## src/rtl/vbs_pkg.sv

```systemverilog
package vbs_pkg;

  typedef enum logic [3:0] {
    ST_IDLE     = 4'd0,
    ST_STOP_DN  = 4'd1,
    ST_STOP_UP  = 4'd2,
    ST_DRAIN    = 4'd3,
    ST_ROUTE    = 4'd4,
    ST_START_DN = 4'd5,
    ST_TAIL_A   = 4'd6,
    ST_TAIL_B   = 4'd7,
    ST_RELEASE  = 4'd8,
    ST_ACTIVE   = 4'd9
  } seq_state_t;

  typedef enum logic {
    ROUTE_BYPASS = 1'b0,
    ROUTE_DEINT  = 1'b1
  } route_t;

  typedef struct packed {
    logic up_run;
    logic up_out0;
    logic up_out1;
    logic up_discard;
    logic dn_run;
    logic dn_sel;
    logic dil_run;
    logic mix_discard;
  } ctl_t;

  localparam ctl_t CTL_SAFE = '{
    up_run:      1'b0,
    up_out0:     1'b0,
    up_out1:     1'b0,
    up_discard:  1'b1,
    dn_run:      1'b0,
    dn_sel:      1'b0,
    dil_run:     1'b0,
    mix_discard: 1'b1
  };

endpackage

```

## src/rtl/vbs_fmt_monitor.sv

```systemverilog
module vbs_fmt_monitor #(
  parameter int WIDTH_W   = 13,
  parameter int HEIGHT_W  = 12,
  parameter int CS_W      = 8,
  parameter int MAX_W     = 3840,
  parameter int MAX_H     = 2160,
  parameter int Y420_CODE = 3
) (
  input  logic                clk,
  input  logic                rst_n,
  input  logic                sample_en,
  input  logic                rx_locked,
  input  logic                rx_stable,
  input  logic                rx_interlaced,
  input  logic [HEIGHT_W-1:0] field0_h,
  input  logic [HEIGHT_W-1:0] field1_h,
  input  logic [WIDTH_W-1:0]  width_px,
  input  logic [CS_W-1:0]     color_code,
  output logic                fmt_bad,
  output logic                fmt_good
);

  localparam int EW_W = WIDTH_W + 1;
  localparam int EH_W = HEIGHT_W + 1;
  localparam logic [EW_W-1:0] MAX_W_V = EW_W'(MAX_W);
  localparam logic [EH_W-1:0] MAX_H_V = EH_W'(MAX_H);
  localparam logic [CS_W-1:0] Y420_V  = CS_W'(Y420_CODE);

  logic [EW_W-1:0] eff_w;
  logic [EH_W-1:0] eff_h;
  logic [EW_W-1:0] prev_w_q, prev_w_d;
  logic [EH_W-1:0] prev_h_q, prev_h_d;
  logic [CS_W-1:0] prev_cs_q, prev_cs_d;
  logic            changed;
  logic            oversize;

  always_comb begin
    if (color_code == Y420_V) eff_w = {width_px, 1'b0};
    else                      eff_w = {1'b0, width_px};
    if (rx_interlaced) eff_h = {1'b0, field0_h} + {1'b0, field1_h};
    else               eff_h = {1'b0, field0_h};
  end

  always_comb begin
    changed  = (eff_w != prev_w_q) || (eff_h != prev_h_q) || (color_code != prev_cs_q);
    oversize = (eff_w > MAX_W_V) || (eff_h > MAX_H_V);
    fmt_bad  = !rx_locked || changed || oversize;
    fmt_good = !fmt_bad && rx_stable;
  end

  always_comb begin
    prev_w_d  = prev_w_q;
    prev_h_d  = prev_h_q;
    prev_cs_d = prev_cs_q;
    if (sample_en) begin
      prev_w_d  = eff_w;
      prev_h_d  = eff_h;
      prev_cs_d = color_code;
    end
  end

  always_ff @(posedge clk or negedge rst_n) begin
    if (!rst_n) begin
      prev_w_q  <= '0;
      prev_h_q  <= '0;
      prev_cs_q <= '0;
    end else begin
      prev_w_q  <= prev_w_d;
      prev_h_q  <= prev_h_d;
      prev_cs_q <= prev_cs_d;
    end
  end

endmodule

```

## src/rtl/vbs_flush_tracker.sv

```systemverilog
module vbs_flush_tracker #(
  parameter int FCNT_W       = 8,
  parameter int FLUSH_FRAMES = 10
) (
  input  logic              clk,
  input  logic              rst_n,
  input  logic [FCNT_W-1:0] fb_count,
  input  logic              latch_en,
  output logic              advanced,
  output logic              flushed
);

  localparam logic [FCNT_W-1:0] FLUSH_V = FCNT_W'(FLUSH_FRAMES);

  logic [FCNT_W-1:0] prev_q;
  logic [FCNT_W-1:0] orig_q, orig_d;
  logic [FCNT_W-1:0] distance;

  always_comb begin
    distance = fb_count - orig_q;
    advanced = (fb_count != prev_q);
    flushed  = (distance >= FLUSH_V);
    orig_d   = latch_en ? fb_count : orig_q;
  end

  always_ff @(posedge clk or negedge rst_n) begin
    if (!rst_n) begin
      prev_q <= '0;
      orig_q <= '0;
    end else begin
      prev_q <= fb_count;
      orig_q <= orig_d;
    end
  end

endmodule

```

## src/rtl/vbs_route_fsm.sv

```systemverilog
module vbs_route_fsm
  import vbs_pkg::*;
(
  input  logic clk,
  input  logic rst_n,
  input  logic fmt_bad,
  input  logic fmt_good,
  input  logic rx_interlaced,
  input  logic down_busy,
  input  logic advanced,
  input  logic flushed,
  output ctl_t ctl,
  output logic sample_en,
  output logic latch_en,
  output logic pipe_active
);

  seq_state_t state_q, state_d;
  route_t     route_q, route_d;
  ctl_t       ctl_q, ctl_d;

  always_comb begin
    state_d = state_q;
    route_d = route_q;
    ctl_d   = ctl_q;
    unique case (state_q)
      ST_IDLE: begin
        if (!fmt_bad && fmt_good) begin
          route_d = rx_interlaced ? ROUTE_DEINT : ROUTE_BYPASS;
          state_d = ST_STOP_DN;
        end
      end
      ST_STOP_DN: begin
        ctl_d.dn_run = 1'b0;
        state_d      = ST_STOP_UP;
      end
      ST_STOP_UP: begin
        ctl_d.up_run = 1'b0;
        state_d      = ST_DRAIN;
      end
      ST_DRAIN: begin
        if (!down_busy) state_d = ST_ROUTE;
      end
      ST_ROUTE: begin
        ctl_d.up_out0 = (route_q == ROUTE_BYPASS);
        ctl_d.up_out1 = (route_q == ROUTE_DEINT);
        ctl_d.dn_sel  = (route_q == ROUTE_DEINT);
        state_d       = ST_START_DN;
      end
      ST_START_DN: begin
        ctl_d.dn_run = 1'b1;
        state_d      = ST_TAIL_A;
      end
      ST_TAIL_A: begin
        if (route_q == ROUTE_BYPASS) ctl_d.up_run  = 1'b1;
        else                         ctl_d.dil_run = 1'b1;
        state_d = ST_TAIL_B;
      end
      ST_TAIL_B: begin
        if (route_q == ROUTE_BYPASS) ctl_d.dil_run = 1'b0;
        else                         ctl_d.up_run  = 1'b1;
        state_d = ST_RELEASE;
      end
      ST_RELEASE: begin
        ctl_d.up_discard = 1'b0;
        state_d          = ST_ACTIVE;
      end
      ST_ACTIVE: begin
        if (fmt_bad) begin
          ctl_d.mix_discard = 1'b1;
          ctl_d.up_discard  = 1'b1;
          state_d           = ST_IDLE;
        end else if (fmt_good && ctl_q.mix_discard && advanced && flushed) begin
          ctl_d.mix_discard = 1'b0;
        end
      end
      default: begin
        ctl_d   = CTL_SAFE;
        state_d = ST_IDLE;
      end
    endcase
  end

  always_ff @(posedge clk or negedge rst_n) begin
    if (!rst_n) begin
      state_q <= ST_IDLE;
      route_q <= ROUTE_BYPASS;
      ctl_q   <= CTL_SAFE;
    end else begin
      state_q <= state_d;
      route_q <= route_d;
      ctl_q   <= ctl_d;
    end
  end

  always_comb begin
    ctl         = ctl_q;
    pipe_active = (state_q == ST_ACTIVE);
    sample_en   = (state_q == ST_IDLE) || (state_q == ST_ACTIVE);
    latch_en    = (state_q == ST_ACTIVE) && fmt_bad;
  end


  drop_to_discard_chk: assert property (@(posedge clk) disable iff (!rst_n)
    (pipe_active && fmt_bad) |=> (ctl_q.mix_discard && ctl_q.up_discard && !pipe_active));


  dn_before_up_chk: assert property (@(posedge clk) disable iff (!rst_n)
    $rose(ctl_q.dn_run) |-> !ctl_q.up_run);


  route_while_stopped_chk: assert property (@(posedge clk) disable iff (!rst_n)
    !$stable({ctl_q.up_out0, ctl_q.up_out1, ctl_q.dn_sel}) |-> (!ctl_q.up_run && !ctl_q.dn_run));


  one_up_output_chk: assert property (@(posedge clk) disable iff (!rst_n)
    !(ctl_q.up_out0 && ctl_q.up_out1));


  dil_before_up_chk: assert property (@(posedge clk) disable iff (!rst_n)
    ($rose(ctl_q.up_run) && ctl_q.dn_sel) |-> ctl_q.dil_run);


  dil_stop_after_up_chk: assert property (@(posedge clk) disable iff (!rst_n)
    $fell(ctl_q.dil_run) |-> (ctl_q.up_run && !ctl_q.dn_sel));


  release_when_running_chk: assert property (@(posedge clk) disable iff (!rst_n)
    $fell(ctl_q.up_discard) |-> (ctl_q.up_run && ctl_q.dn_run));


  mix_held_idle_chk: assert property (@(posedge clk) disable iff (!rst_n)
    !pipe_active |-> ctl_q.mix_discard);


  mix_release_cause_chk: assert property (@(posedge clk) disable iff (!rst_n)
    $fell(ctl_q.mix_discard) |-> $past(advanced && flushed && fmt_good));

endmodule

```

## src/rtl/vid_bypass_seq.sv

```systemverilog
module vid_bypass_seq
  import vbs_pkg::*;
#(
  parameter int WIDTH_W      = 13,
  parameter int HEIGHT_W     = 12,
  parameter int CS_W         = 8,
  parameter int FCNT_W       = 8,
  parameter int MAX_W        = 3840,
  parameter int MAX_H        = 2160,
  parameter int Y420_CODE    = 3,
  parameter int FLUSH_FRAMES = 10
) (
  input  logic                clk,
  input  logic                rst_n,
  input  logic                rx_locked,
  input  logic                rx_stable,
  input  logic                rx_interlaced,
  input  logic [HEIGHT_W-1:0] field0_h,
  input  logic [HEIGHT_W-1:0] field1_h,
  input  logic [WIDTH_W-1:0]  width_px,
  input  logic [CS_W-1:0]     color_code,
  input  logic                down_busy,
  input  logic [FCNT_W-1:0]   fb_count,
  output logic                up_run,
  output logic                up_out0_en,
  output logic                up_out1_en,
  output logic                up_discard,
  output logic                dn_run,
  output logic                dn_sel,
  output logic                dil_run,
  output logic                mix_discard
);

  logic fmt_bad, fmt_good;
  logic sample_en, latch_en, pipe_active;
  logic advanced, flushed;
  ctl_t ctl;

  vbs_fmt_monitor #(
    .WIDTH_W   (WIDTH_W),
    .HEIGHT_W  (HEIGHT_W),
    .CS_W      (CS_W),
    .MAX_W     (MAX_W),
    .MAX_H     (MAX_H),
    .Y420_CODE (Y420_CODE)
  ) u_fmt (
    .clk           (clk),
    .rst_n         (rst_n),
    .sample_en     (sample_en),
    .rx_locked     (rx_locked),
    .rx_stable     (rx_stable),
    .rx_interlaced (rx_interlaced),
    .field0_h      (field0_h),
    .field1_h      (field1_h),
    .width_px      (width_px),
    .color_code    (color_code),
    .fmt_bad       (fmt_bad),
    .fmt_good      (fmt_good)
  );

  vbs_flush_tracker #(
    .FCNT_W       (FCNT_W),
    .FLUSH_FRAMES (FLUSH_FRAMES)
  ) u_flush (
    .clk      (clk),
    .rst_n    (rst_n),
    .fb_count (fb_count),
    .latch_en (latch_en),
    .advanced (advanced),
    .flushed  (flushed)
  );

  vbs_route_fsm u_fsm (
    .clk           (clk),
    .rst_n         (rst_n),
    .fmt_bad       (fmt_bad),
    .fmt_good      (fmt_good),
    .rx_interlaced (rx_interlaced),
    .down_busy     (down_busy),
    .advanced      (advanced),
    .flushed       (flushed),
    .ctl           (ctl),
    .sample_en     (sample_en),
    .latch_en      (latch_en),
    .pipe_active   (pipe_active)
  );

  always_comb begin
    up_run      = ctl.up_run;
    up_out0_en  = ctl.up_out0;
    up_out1_en  = ctl.up_out1;
    up_discard  = ctl.up_discard;
    dn_run      = ctl.dn_run;
    dn_sel      = ctl.dn_sel;
    dil_run     = ctl.dil_run;
    mix_discard = ctl.mix_discard;
  end

endmodule

```

## config.mk

```make
export PLATFORM = sky130hd
export DESIGN_NAME = vid_bypass_seq
export DESIGN_NICKNAME = d
export VERILOG_FILES = /design/src/rtl/vbs_pkg.sv /design/src/rtl/vbs_fmt_monitor.sv /design/src/rtl/vbs_flush_tracker.sv /design/src/rtl/vbs_route_fsm.sv /design/src/rtl/vid_bypass_seq.sv
export SDC_FILE = /design/constraint.sdc
export NUM_CORES = 1
export LEC_CHECK = 0
export BUFFER_PORTS_ARGS = -buffer_cell sky130_fd_sc_hd__buf_4
export CORE_MARGIN = 2
export CORE_UTILIZATION = 55
export CTS_BUF_LIST = sky130_fd_sc_hd__clkbuf_8
export DETAILED_ROUTE_END_ITERATION = 7
export PLACE_DENSITY_LB_ADDON = 0.1
export SETUP_SLACK_MARGIN = 0.4
export SYNTH_ARGS = -nofsm -noshare
export SYNTH_HDL_FRONTEND = slang
export SYNTH_HIERARCHICAL = 1
export SYNTH_SLANG_ARGS = --single-unit
```

## constraint.sdc

```tcl
create_clock -name clk -period 4 [get_ports clk]
set_clock_uncertainty 0.15 [all_clocks]
set_input_delay 0.2 -clock clk [delete_from_list [all_inputs] [get_ports clk]]
set_output_delay 0.2 -clock clk [all_outputs]
set_load 0.05 [all_outputs]
```

### After elaboration in Yosys (flattened, before gate mapping)

Index checks and enable logic that the tools add are counted.

* $add $sub $neg: 2
* magnitude comparators: 3
* equality and inequality tests: 22
* multiplexer cells: 20
* bitwise logic cells: 5
* reduce and logical (&&, ||, !) cells: 27

Operators by type and width (count)
* $pmux W4 S10: 1
* $reduce_or A8 Y1: 3
* $reduce_or A9 Y1: 2
* $eq A4 B3 Y1 const B: 4
* $ne A8 B8 Y1: 2
* $gt A14 B12 Y1 const B: 1
* $mux W14: 1
* $ne A14 B14 Y1: 1
* $add A12 B12 Y13: 1
* $gt A13 B12 Y1 const B: 1
* $mux W13: 1
* $ne A13 B13 Y1: 1
* $mux W4: 3
* $pmux W1 S3: 3
* $reduce_and A3 Y1: 3
* $eq A4 B2 Y1 const B: 2
* $eq A4 B4 Y1 const B: 2
* $eq A8 B2 Y1 const B: 1
* $ge A8 B4 Y1 const B: 1
* $ne A2 B1 Y1 const B: 4
* $sub A8 B8 Y8: 1
* $mux W1: 7
* $reduce_or A7 Y1: 1
* $logic_and A1 B1 Y1: 6
* 10 further kinds: 26

* bits in registers: 64

### Depth between registers and ports, before layout

* depth after elaboration: 15
* depth in mapped cells: 15

### Hierarchy

Netlist, hierarchy kept.

By module, submodules not included
* vbs_fmt_monitor: instances 1, cells each 370, area each 3120.5 µm²
* vbs_flush_tracker: instances 1, cells each 83, area each 897.1 µm²
* vbs_route_fsm: instances 1, cells each 71, area each 729.4 µm²

### Worst setup path after synthesis

No wires, ideal clock.

* kind: input-to-reg
* from: input field0_h[0]
* to: register u_fsm.route_q
* setup time: 125 ps
* arrival time: 3219 ps
* slack: 506 ps
* stages on the path: 14
* buffers on the path: 0
* path through: ha_1 inv_1 fa_1 xnor2_1 xnor2_1 a31oi_1 or4b_1 a2111oi_2 nand4_1 and4b_1 and3b_1 nor2b_1 nand3_2 mux2_4

* word-level cells in the longest chain between the ends: 11
* elaborated cells on any way between the ends: 13

Ends and longest elaborated chain
* from (decl): RTL line vid_bypass_seq.sv:18 `input logic [HEIGHT_W-1:0] field0_h,`
* $add A12 B12 Y13: RTL line vbs_fmt_monitor.sv:40 `if (rx_interlaced) eff_h = {1'b0, field0_h} + {1'b0, field1_h};`
* $mux W13 (*): RTL line vbs_fmt_monitor.sv:40
* parallel branches: the longest is 4 deep, another holds $gt A13 B12 Y1
* $logic_or A1 B1 Y1 (*): RTL line vbs_fmt_monitor.sv:47 `fmt_bad = !rx_locked || changed || oversize;`
* $logic_not A1 Y1 (*): RTL line vbs_fmt_monitor.sv:48 `fmt_good = !fmt_bad && rx_stable;`
* $logic_and A1 B1 Y1 (*): RTL line vbs_fmt_monitor.sv:48
* named net fmt_good: RTL line vid_bypass_seq.sv:34 `logic fmt_bad, fmt_good;`
* $logic_and A1 B1 Y1 (*): RTL line vbs_route_fsm.sv:28 `if (!fmt_bad && fmt_good) begin`
* $reduce_and A2 Y1 (no line) (*)
* to (signal assigned): RTL line vbs_route_fsm.sv:91 `route_q <= route_d;`
* to (decl): RTL line vbs_route_fsm.sv:19 `route_t route_q, route_d;`

Mark *: on every way through the listed nets, which the timed path passes.
A chain may end at the register's enable or synchronous reset.

### Worst setup path in the final report

* from: input color_code[3]
* to: register u_fsm.route_q

* word-level cells in the longest chain between the ends: 11
* elaborated cells on any way between the ends: 14

Ends and longest elaborated chain
* from (decl): RTL line vid_bypass_seq.sv:21 `input logic [CS_W-1:0] color_code,`
* parallel branches: the longest is 6 deep, another holds $gt A14 B12 Y1
* $logic_or A1 B1 Y1 (*): RTL line vbs_fmt_monitor.sv:47
* $logic_not A1 Y1 (*): RTL line vbs_fmt_monitor.sv:48
* $logic_and A1 B1 Y1 (*): RTL line vbs_fmt_monitor.sv:48
* named net fmt_good: RTL line vid_bypass_seq.sv:34
* $logic_and A1 B1 Y1 (*): RTL line vbs_route_fsm.sv:28
* $reduce_and A2 Y1 (no line) (*)

Marked as above.

==> summary.txt <==
Outcome
  • Run status: complete, no violations

Worst setup path
  • CP arrival: approximately 3.6 ns
  • CP endpoint: u_fsm/route_q$_DFFE_PN0P_
  • CP Launch Type: primary input
  • Reg2Reg Capture Point: u_fsm/route_q$_DFFE_PN0P_
  • CP Capture Type: flip-flop
  • Crit path launch: color_code[3]
  • FF-to-FF Start: u_fmt/prev_h_q[6]$_DFFE_PN0P_
  • Crit-path slowest cell: dlygate4sd3_1
  • R2R cell count: 11
  • Max FO, Critical Path: 17
  • Crit path cell chain: dlygate4sd3_1, buf_4, nor4_4, nand4_4, a2111o_1, a22o_1, nor4_1, nand4_1, and4b_2, and3b_1, nor2b_2, nand3_2, mux2_4
  • Crit Path Class: in -> reg
  • Setup slack, reg-to-reg: between 0.9 and 1 ns
  • Slowest stage delay, CP: between 0.5 and 0.6 ns
  • Data required time of the critical path: just over 4 ns

Clock tree
  • CTS root buf: clkbuf_8
  • H-tree Lvls: 3
  • Worst skew pair latency: 0.35 ns
  • CTS tree: yes
  • Clock Tree Buf Depth: 2
  • Clock Pin Slew Worst Setup and Hold Paths: 0.08 ns
  • Total clock sinks: 63
  • Total CTS buffers: 9

Timing
  • Setup TNS: 0 ns
  • Setup Viol. Count Final: 0
  • Period utilization: about 87%
  • Setup WS post-layout: 0.5238 ns
  • Max Slew Vio Count: 0
  • RSZ-0062 raised after global routing: false
  • Worst slew pin tran: around 0.83 ns
  • Max Freq: 287.7 MHz
  • Fin. Hold Viols: 0
  • Final min period: 3.476 ns
  • Slew HR: about 44%

Logic synthesis
  • Syn_nets: 605
  • Seq/Total Area, Yosys: about a third
  • Post-Synthesis Cell Area: around 0.0047 sq mm
  • Async set-or-reset flop fraction in the synthesized netlist: 100.0%
  • Netlist cell types: 83
  • Post-Syn Instances: roughly 520
  • Syn Area/Cell: slightly above 9 sq um
  • #FFs+latches synth: between 60 and 70
  • Yosys warning count: 6
  • Number of synthesized flops with an enable pin: 0
  • Dominant synthesized flop cell: dfrtp_1

Floorplanning
  • Total die area: between 0.009 and 0.01 sq mm
  • CORE AREA: between 0.008 and 0.009 sq mm
  • I/O pins: 67
  • Die height: 96.91 um
  • Initial Utilization: a little under three fifths
  • Die width: between 90 and 100 um
  • Row count: 33

GRT
  • First-pass GRT wire length: roughly 19000 um
  • Largest net degree at the start of global routing: 64
  • Initial antenna violation count: 0
  • Gr ovfl total: 0
  • Vias in the first global route: slightly above 4k
  • Total Routing Usage GR: between 20 and 25%

Layout
  • N_diodes: 0
  • Footprint of the multi-input gates: slightly below 0.003 sq mm
  • Final Non-Filler Cells: 714
  • Number of nets in the layout: around 690
  • Area Growth Syn to Fin: 21.30%
  • Register area: roughly 0.0016 sq mm
  • Fillcell total: 655
  • Share of cells above drive strength 1: 21.67%

Detailed routing
  • Routed vias: roughly 4.3k
  • Vias per Instance: 5.993
  • # DRC: 0
  • Highest metal used: met4
  • Routed wl met2: roughly 5200 um
  • Iter 0 DRT Violations: slightly below 200
  • Metal3 WL: ~630 um
  • Antenna Violating Nets Remaining: 0
  • WL per Instance: 15.61 um
  • First-pass DRT Iterations: 5
  • DRT Wirelength: roughly 11000 um
  • M1 WL: slightly above 5000 um

Place
  • IO buf count: 66
  • Hpwl dp: just under 8000 um
  • Inst Count DP: around 680
  • Placer's final routability congestion estimate: 0.9038
  • Worst slack, placed: 0.07582 ns

Power and ir drop
  • Worst vdd ir: ~0.30 mV
  • Power density over the cells: between 500 and 600 mW/mm^2
  • Overall power: approximately 3.3 mW
  • Leakage: 2.578 nW

Min path
  • Hold Crit Start: width_px[3]
  • Hold Crit Class: in -> reg

Job
  • Max-Cap Viols: 0
==> through the flow <==
step                      cell area, sq um  hold slack, ns  util, %
after floorplan                       4747         -0.2456        -
after global placement                5295          0.1875    63.80
after detailed placement              5295          0.1919    63.80
after CTS                             5715         0.04478    68.87
after global routing                  5758         0.06621    69.38
final                                 5758         0.05935    69.38
==> synth_stat cells, drive strengths merged, types with 4 or more instances <==
master	n	area, sq um
nor2	43	163.9
mux2	18	206.4
or3	4	25.02
buf	12	82.57
o211ai	6	45.04
dfrtp	61	1526
nor3	10	50.05
inv	37	138.9
a31oi	13	81.33
nor2b	7	43.79
nand3	8	45.04
ha	20	250.2
nand2b	9	56.30
clkbuf	10	37.54
xor2	36	315.3
nor4	10	77.57
xnor2	9	78.83
o21a	4	30.03
a21oi	42	225.2
nand3b	7	52.55
o22ai	9	56.30
nand4	5	46.29
o21ai	27	142.6
mux2i	15	150.1
a211oi	4	35.03
nand2	33	126.4
o221ai	4	41.29
==> report_power, final <==
part | switching (mW) | leakage, nW | internal, mW | total, mW
Clock | 0.276 | 0.102 | 0.352 | 0.627
Sequential | 0.285 | 0.733 | 0.901 | 1.19
Combinational | 0.801 | 1.74 | 0.687 | 1.49
Total | 1.36 | 2.58 | 1.94 | 3.30
==> cell families (layout without fill, tap and decap cells) <==
group	count (synthesis)	in the layout	share of synthesized area (%)
compound gates	147	147	21.17
xor+xnor	45	45	8.303
fa+ha+maj	22	22	6.115
buf+inv	60	145	5.535
flops	63	63	33.26
mux	33	33	7.512
simple gates	154	154	18.11
==> critical path: cells and delay by family <==
family                 cells  cell delay, ns
AO/OA/AOI/OAI              2            0.70
multiplexers               1            0.31
AND/OR/NAND/NOR            8            1.67
buffers and inverters      2            0.69
==> flip-flops by register name, summed over array words and instances (netlist names) <==
| register | flops |
|---|---|
| u_fmt/prev_w_q | 14 |
| u_fsm/route_q | 1 |
| u_fmt/prev_cs_q | 8 |
| u_fmt/prev_h_q | 13 |
| u_fsm/state_q | 4 |
| u_flush/prev_q | 8 |
| u_fsm/ctl | 7 |
| u_flush/orig_q | 8 |
==> worst min path at each step <==
stage                                     endpoint  slack [ns]  cells after the start
floorplan            u_flush/orig_q[0]$_DFFE_PN0P_       -0.25                      0
global route         u_fmt/prev_w_q[3]$_DFFE_PN0P_        0.07                      3
CTS                  u_fmt/prev_w_q[3]$_DFFE_PN0P_        0.04                      3
detailed placement  u_fmt/prev_cs_q[1]$_DFFE_PN0P_        0.19                      1
global placement    u_fmt/prev_cs_q[5]$_DFFE_PN0P_        0.19                      1
finish               u_fmt/prev_w_q[3]$_DFFE_PN0P_        0.06                      3
==> what timing repair did <==
item | CTS | global route
hold buffers | 20 | 0
hold endpoints to repair | 88 | 0
gates resized for setup | 0 | 8
setup endpoints to repair | 0 | 13
buffers inserted | 0 | 1
==> cell type report <==
| type | instances | share of cell area [%] |
|---|---|---|
| multi-input combinational | 401 | 51.26 |
| sequential | 63 | 27.42 |
| timing repair buffer | 91 | 12.73 |
| inverter | 38 | 2.477 |
| tap | 105 | 2.282 |
| clock buffer | 9 | 2.151 |
| clock inverter | 7 | 1.673 |
==> placed cells by master, fill, tap and decap left out, drive strengths merged, types with 9 or more instances in the layout <==
master	instances
a21oi	42
a31oi	13
buf	71
clkbuf	9
dfrtp	61
dlygate4sd3	20
ha	20
inv	38
mux2	18
mux2i	15
nand2	33
nand2b	9
nor2	43
nor3	10
nor4	10
o21ai	27
o22ai	9
xnor2	9
xor2	36
==> routing by layer <==
| metal | vias to the layer above | global-route usage, % |
|---|---|---|
| met4 | 0 | 5.417 |
| li1 | 2071 | - |
| met1 | 2056 | 34.03 |
| met5 | - | 0 |
| met2 | 140 | 39.00 |
| met3 | 12 | 4.263 |
Power figures use the tool's default switching activity.
